## src/rtl/mouse_pkt_pkg.sv

```systemverilog
package mouse_pkt_pkg;

  localparam logic [7:0] HDR_IDLE = 8'h87;
  localparam int unsigned PKT_BYTES = 5;

  // limit a signed value to +/-127 and return its 8-bit two's complement form
  function automatic logic [7:0] limit127(input logic signed [15:0] v);
    if (v > 16'sd127)
      return 8'h7F;
    else if (v < -16'sd127)
      return 8'h81;
    else
      return v[7:0];
  endfunction

endpackage

```

## src/rtl/mouse_pkt_enc.sv

```systemverilog
module mouse_pkt_enc
  import mouse_pkt_pkg::*;
#(
  parameter int MW = 10
) (
  input  logic          clk,
  input  logic          rst,
  input  logic          evt_valid,
  input  logic [MW-1:0] evt_dx,
  input  logic [MW-1:0] evt_dy,
  input  logic          btn_l,
  input  logic          btn_m,
  input  logic          btn_r,
  output logic          busy,
  output logic          push_vld,
  output logic [7:0]    push_dat
);

  localparam int SHW = 8 * PKT_BYTES;
  localparam int CNTW = $clog2(PKT_BYTES);

  logic                   active;
  logic [CNTW-1:0]        sent;
  logic [SHW-1:0]         shreg;
  logic signed [15:0]     x_ext, y_ext, y_neg;
  logic [7:0]             hdr, xb, yb;

  always_comb begin
    x_ext = {{(16-MW){evt_dx[MW-1]}}, evt_dx};
    y_ext = {{(16-MW){evt_dy[MW-1]}}, evt_dy};
    y_neg = -y_ext;
    hdr   = HDR_IDLE & ~{5'b0, btn_l, btn_m, btn_r};
    xb    = limit127(x_ext);
    yb    = limit127(y_neg);
  end

  always_ff @(posedge clk) begin
    if (rst) begin
      active <= 1'b0;
      sent   <= '0;
      shreg  <= '0;
    end else if (!active) begin
      if (evt_valid) begin
        active <= 1'b1;
        sent   <= '0;
        shreg  <= {16'h0000, yb, xb, hdr};
      end
    end else begin
      shreg <= {8'h00, shreg[SHW-1:8]};
      if (sent == CNTW'(PKT_BYTES - 1)) begin
        active <= 1'b0;
        sent   <= '0;
      end else begin
        sent <= sent + 1'b1;
      end
    end
  end

  assign busy     = active;
  assign push_vld = active;
  assign push_dat = shreg[7:0];

endmodule

```

## src/rtl/mouse_byte_fifo.sv

```systemverilog
module mouse_byte_fifo #(
  parameter int DEPTH = 16
) (
  input  logic                       clk,
  input  logic                       rst,
  input  logic                       push,
  input  logic [7:0]                 push_dat,
  input  logic                       pop,
  output logic [7:0]                 head,
  output logic                       avail,
  output logic [$clog2(DEPTH+1)-1:0] fill
);

  localparam int AW   = (DEPTH > 1) ? $clog2(DEPTH) : 1;
  localparam int CW   = $clog2(DEPTH + 1);
  localparam bit POW2 = (DEPTH & (DEPTH - 1)) == 0;

  logic [7:0]    mem [DEPTH];
  logic [AW-1:0] wptr, rptr, wptr_inc, rptr_inc;
  logic [CW-1:0] cnt, cnt_n;
  logic          wr_ok, rd_ok;
  logic [7:0]    head_n;

  generate
    if (POW2) begin : g_wrap_natural
      assign wptr_inc = wptr + 1'b1;
      assign rptr_inc = rptr + 1'b1;
    end else begin : g_wrap_cmp
      assign wptr_inc = (wptr == AW'(DEPTH - 1)) ? '0 : wptr + 1'b1;
      assign rptr_inc = (rptr == AW'(DEPTH - 1)) ? '0 : rptr + 1'b1;
    end
  endgenerate

  always_comb begin
    wr_ok = push && (cnt != CW'(DEPTH));
    rd_ok = pop && (cnt != '0);
    cnt_n = cnt + CW'(wr_ok) - CW'(rd_ok);
    if (cnt_n == '0)
      head_n = 8'h00;
    else if ((cnt == '0) || (rd_ok && cnt == CW'(1)))
      head_n = push_dat;
    else if (rd_ok)
      head_n = mem[rptr_inc];
    else
      head_n = head;
  end

  always_ff @(posedge clk) begin
    if (wr_ok)
      mem[wptr] <= push_dat;
  end

  always_ff @(posedge clk) begin
    if (rst) begin
      wptr  <= '0;
      rptr  <= '0;
      cnt   <= '0;
      head  <= 8'h00;
      avail <= 1'b0;
    end else begin
      if (wr_ok) wptr <= wptr_inc;
      if (rd_ok) rptr <= rptr_inc;
      cnt   <= cnt_n;
      head  <= head_n;
      avail <= (cnt_n != '0);
    end
  end

  assign fill = cnt;

endmodule

```

## src/rtl/mouse_pkt_top.sv

```systemverilog
module mouse_pkt_top #(
  parameter int MW    = 10,
  parameter int DEPTH = 16
) (
  input  logic          clk,
  input  logic          rst,
  input  logic          evt_valid,
  input  logic [MW-1:0] evt_dx,
  input  logic [MW-1:0] evt_dy,
  input  logic          btn_left,
  input  logic          btn_mid,
  input  logic          btn_right,
  input  logic          byte_taken,
  output logic          busy,
  output logic [7:0]    rx_byte,
  output logic          rx_avail
);

  localparam int CW = $clog2(DEPTH + 1);

  logic          push_vld;
  logic [7:0]    push_dat;
  logic [CW-1:0] q_fill;

  mouse_pkt_enc #(.MW(MW)) u_enc (
    .clk      (clk),
    .rst      (rst),
    .evt_valid(evt_valid),
    .evt_dx   (evt_dx),
    .evt_dy   (evt_dy),
    .btn_l    (btn_left),
    .btn_m    (btn_mid),
    .btn_r    (btn_right),
    .busy     (busy),
    .push_vld (push_vld),
    .push_dat (push_dat)
  );

  mouse_byte_fifo #(.DEPTH(DEPTH)) u_fifo (
    .clk     (clk),
    .rst     (rst),
    .push    (push_vld),
    .push_dat(push_dat),
    .pop     (byte_taken),
    .head    (rx_byte),
    .avail   (rx_avail),
    .fill    (q_fill)
  );

endmodule

```

## config.mk

```make
export PLATFORM = sky130hd
export DESIGN_NAME = mouse_pkt_top
export DESIGN_NICKNAME = d
export VERILOG_FILES = /design/src/rtl/mouse_pkt_pkg.sv /design/src/rtl/mouse_pkt_enc.sv /design/src/rtl/mouse_byte_fifo.sv /design/src/rtl/mouse_pkt_top.sv
export SDC_FILE = /design/constraint.sdc
export NUM_CORES = 1
export LEC_CHECK = 0
export BUFFER_PORTS_ARGS = -buffer_cell sky130_fd_sc_hd__buf_2
export CORE_MARGIN = 3
export CORE_UTILIZATION = 45
export DETAILED_ROUTE_END_ITERATION = 12
export GPL_TIMING_DRIVEN = 0
export SYNTH_ARGS = -nofsm -noshare
export SYNTH_HDL_FRONTEND = slang
export SYNTH_SLANG_ARGS = --single-unit
```

## constraint.sdc

```tcl
create_clock -name clk -period 3.44 [get_ports clk]
set_input_delay 0.688 -clock clk [delete_from_list [all_inputs] [get_ports clk]]
set_output_delay 0.688 -clock clk [all_outputs]
set_load 0.02 [all_outputs]
```

==> flow_summary.toml <==
[logic_synthesis]
synth_ff_type = "edfxtp_1"
yosysTopAreaCell = "edfxtp_1"
netlist.area_leader.share_pct = 51.3
yosysSeqAreaShare_pct = 64.7
syn_avg_cell_area_um2 = 14.7
synthArstFlopShare_pct = 0
synthTopCellsByCount = "edfxtp_1, nor2_1, dfxtp_1"
syn-cell-area_um2 = 7490
synth_cell_types = 56
synth_most_common_cell = "edfxtp_1"
synth_nets = 551
ys_ff_latch = 178
yosys_warnings = 0
synth_edf_count = 128
syn_inst = 509
netlist_top_cells_area = "edfxtp_1, dfxtp_1, mux4_2"

[floorplanning]
dieArea_um2 = 18200
die_w_um = 135
die_h_um = 135
rows = 46
initial_core_util_pct = 46.6
ios = 37
core_area_um2 = 16100

[clock_network]
clkTransAtPathRegs_ns = 0.06
cts_made_buffers = 17
cts_tree = "yes"
h-tree-depth = 4
clk_latency_ns = 0.42
cts-root-buf = "clkbuf_16"
cts.path.max_buffers = 2
ctsHoldBuffers = 0
cts_sinks = 178

[global_route]
antenna_found_initial = 0
grt_pass1_vias = 4374
grt_overflow = 0
grt_pass1_wl_um = 24900
track_usage_pct = 18.3
grt_max_degree = 19

[final_layout]
nFillCells = 1311
instances_no_fill = 793
syn2layout_area_growth_pct = 15.1
finalInstanceArea_um2 = 8620
final_nets = 606
diodes = 0
multi_input_area_um2 = 2500
ff_latch_area_um2 = 4840
drive_gt1_share_pct = 22.7

[detailed_routing]
vias = 4390
drtPass1Iterations = 4
drc = 0
postRouteAntennaNets = 0
drtIter0Drc = 373
avgRoutedWirePerCell_um = 19.8
avgViaCountPerCell = 5.54
wirelength_um = 15700

[setup_path]
end_kind = "flop"
cp.arrival_ns = 3.60
critical_path.most_common_cell = "ha_1"
ff2ff_setup_slack_ns = 0.17
critPathKind = "flop to flop"
r2r-end = "u_fifo.head[6]$_SDFFE_PP0P_"
worstPathCellList = "inv_1, ha_1, or3b_4, o21ai_2, inv_2, ha_1, inv_1, ha_1, fa_2, a21oi_2, o21bai_1, xnor2_1, a41o_2, a311oi_2"
start_kind = "flop"
path_max_fanout = 5
critPathRequiredTime_ns = 3.77
critPathMaxStageDelay_ns = 0.41
crit_path_top_delay_cell = "or3b_4"
reg2reg_depth = 14
rr_startpoint = "u_fifo.fill[2]$_SDFF_PP0_"

[power]
power.share.switching_pct = 27.8
power_frac_seq_pct = 40.8
p_int_mw = 4.44
peakVddDrop_uv = 333
total_power_mw = 6.16
clkPwrFrac_pct = 33.2
p_per_area_nw_per_um2 = 715
combPwrFrac_pct = 26.1
leakage_nw = 2.94
power.switching_mw = 1.71

[placed_design]
placed_area_um2 = 7930
portBuffers = 35
place_congestion = 0.816
dp.cells = 760
post-dp-hpwl_um = 10800

[outcome]
status = "finished clean"

[worst_hold_path]
hold_path.class = "flop to flop"
holdPathStages = 2
holdPathEnd = "u_enc.shreg[6]$_SDFFE_PP0P_"
hp-start = "u_enc.shreg[14]$_SDFFE_PP0P_"

[sta]
fin_skew_ns = 0.00623
fin_crit_sh_pct = 95.1
min_period_ns = 3.27
report.final.hold_viol_count = 0
fmax_mhz = 306
worst_slew_pin_slew_ns = 1.08
grt_setup_unrepaired = "no"
maxSlewViolCount = 0
slew_headroom_pct = 27.5
setup_viol = 0

[job]
cap_violations = 0
==> cells in the final DEF, fill, tap and decap left out, drive strengths merged, types with 8 or more instances in the layout <==
cell type,netlist,final
nor3,12,12
buf,8,46
ha,14,14
inv,17,17
and3,10,10
o21ai,13,13
nand2,19,19
clkinv,0,8
clkbuf,17,34
nor2,63,63
dfxtp,50,50
xnor2,11,11
mux4,37,37
edfxtp,128,128
a21oi,28,28
==> through the flow <==
stage | setup slack [ns] | utilization, % | hold WS [ns] | setup TNS (ns)
3_5_place_dp | -0.543 | 49.4 | 0.473 | -4.31
6_report | 0.168 | 53.7 | 0.484 | 0
3_3_place_gp | -0.424 | 49.4 | 0.460 | -3.71
2_1_floorplan | 0.144 | - | 0.443 | 0
5_1_grt | 0.0268 | 53.7 | 0.500 | 0
4_1_cts | 0.0592 | 53.5 | 0.489 | 0
==> state kept, by name (all words and copies together) (netlist names) <==
name and count:
u_enc.busy 1, u_fifo.avail 1, u_enc.sent 3, u_enc.shreg 24, u_fifo.rptr 4, u_fifo.head 8
u_fifo.mem 128, u_fifo.fill 5, u_fifo.wptr 4
==> cell families (layout without fill, tap and decap cells) <==
| logic type | after synthesis | in the layout | synth area share [%] |
|---|---|---|---|
| adder cells (fa/ha/maj) | 15 | 15 | 2.61 |
| flip-flops | 178 | 178 | 64.7 |
| AO/OA/AOI/OAI | 81 | 81 | 7.59 |
| buffers and inverters | 42 | 110 | 2.37 |
| XOR/XNOR | 16 | 16 | 1.87 |
| AND/OR/NAND/NOR | 131 | 131 | 8.41 |
| multiplexers | 46 | 46 | 12.4 |
==> how the worst max path moves through the flow <==
stage	start	cells after the start	endpoint
6_report	u_fifo.fill[2]$_SDFF_PP0_	14	u_fifo.head[6]$_SDFFE_PP0P_
5_1_grt	u_fifo.fill[2]$_SDFF_PP0_	14	u_fifo.head[6]$_SDFFE_PP0P_
4_1_cts	u_fifo.fill[2]$_SDFF_PP0_	14	u_fifo.head[6]$_SDFFE_PP0P_
3_5_place_dp	u_fifo.fill[2]$_SDFF_PP0_	16	u_fifo.head[6]$_SDFFE_PP0P_
3_3_place_gp	u_fifo.fill[3]$_SDFF_PP0_	16	u_fifo.head[6]$_SDFFE_PP0P_
2_1_floorplan	u_fifo.fill[3]$_SDFF_PP0_	16	u_fifo.head[6]$_SDFFE_PP0P_
==> final cells by class <==
class	count	area share, %
Timing Repair Buffer	38	2.44
Buffer	23	1.23
Clock buffer	19	5.02
Multi-Input combinational cell	289	29.0
Tap cell	216	3.14
Inverter	17	0.741
Sequential cell	178	56.2
Clock inverter	13	2.21
==> power groups by stage <==
| stage | combinational [mW] | sequential, mW | clock (mW) |
|---|---|---|---|
| after global routing | 1.75 | 2.52 | 2.16 |
| final | 1.60 | 2.51 | 2.04 |
| after CTS | 1.60 | 2.51 | 2.08 |
| after detailed placement | 1.55 | 2.55 | 0 |
| after floorplan | 1.10 | 2.57 | 0 |
| after global placement | 1.53 | 2.55 | 0 |
==> timing repair <==
item / in CTS / in global routing
resized for setup: 5 / 3
endpoints found under the setup margin: 9 / 8
pin swaps: 1 / 2
buffers inserted: 2 / 0
==> critical path: cells and delay by family, from the launching register on <==
| family | cells | cell delay, ns |
|---|---|---|
| flip-flops | 1 | 0.32 |
| adder cells (fa/ha/maj) | 4 | 1.03 |
| AO/OA/AOI/OAI | 5 | 1.05 |
| AND/OR/NAND/NOR | 1 | 0.41 |
| XOR/XNOR | 1 | 0.15 |
| buffers and inverters | 3 | 0.21 |
==> layer usage <==
metal | up-vias | part of all wire (%) | global-route usage (%) | wire length, um
li1 | 2060 | - | - | -
met1 | 2211 | 46 | 25.4 | 7190
met2 | 108 | 49 | 29.3 | 7620
met3 | 11 | 4.4 | 4.66 | 687
met4 | 0 | 1.1 | 4.82 | 176
met5 | - | 0 | 0 | 0
(Power assumes the default switching activity.)
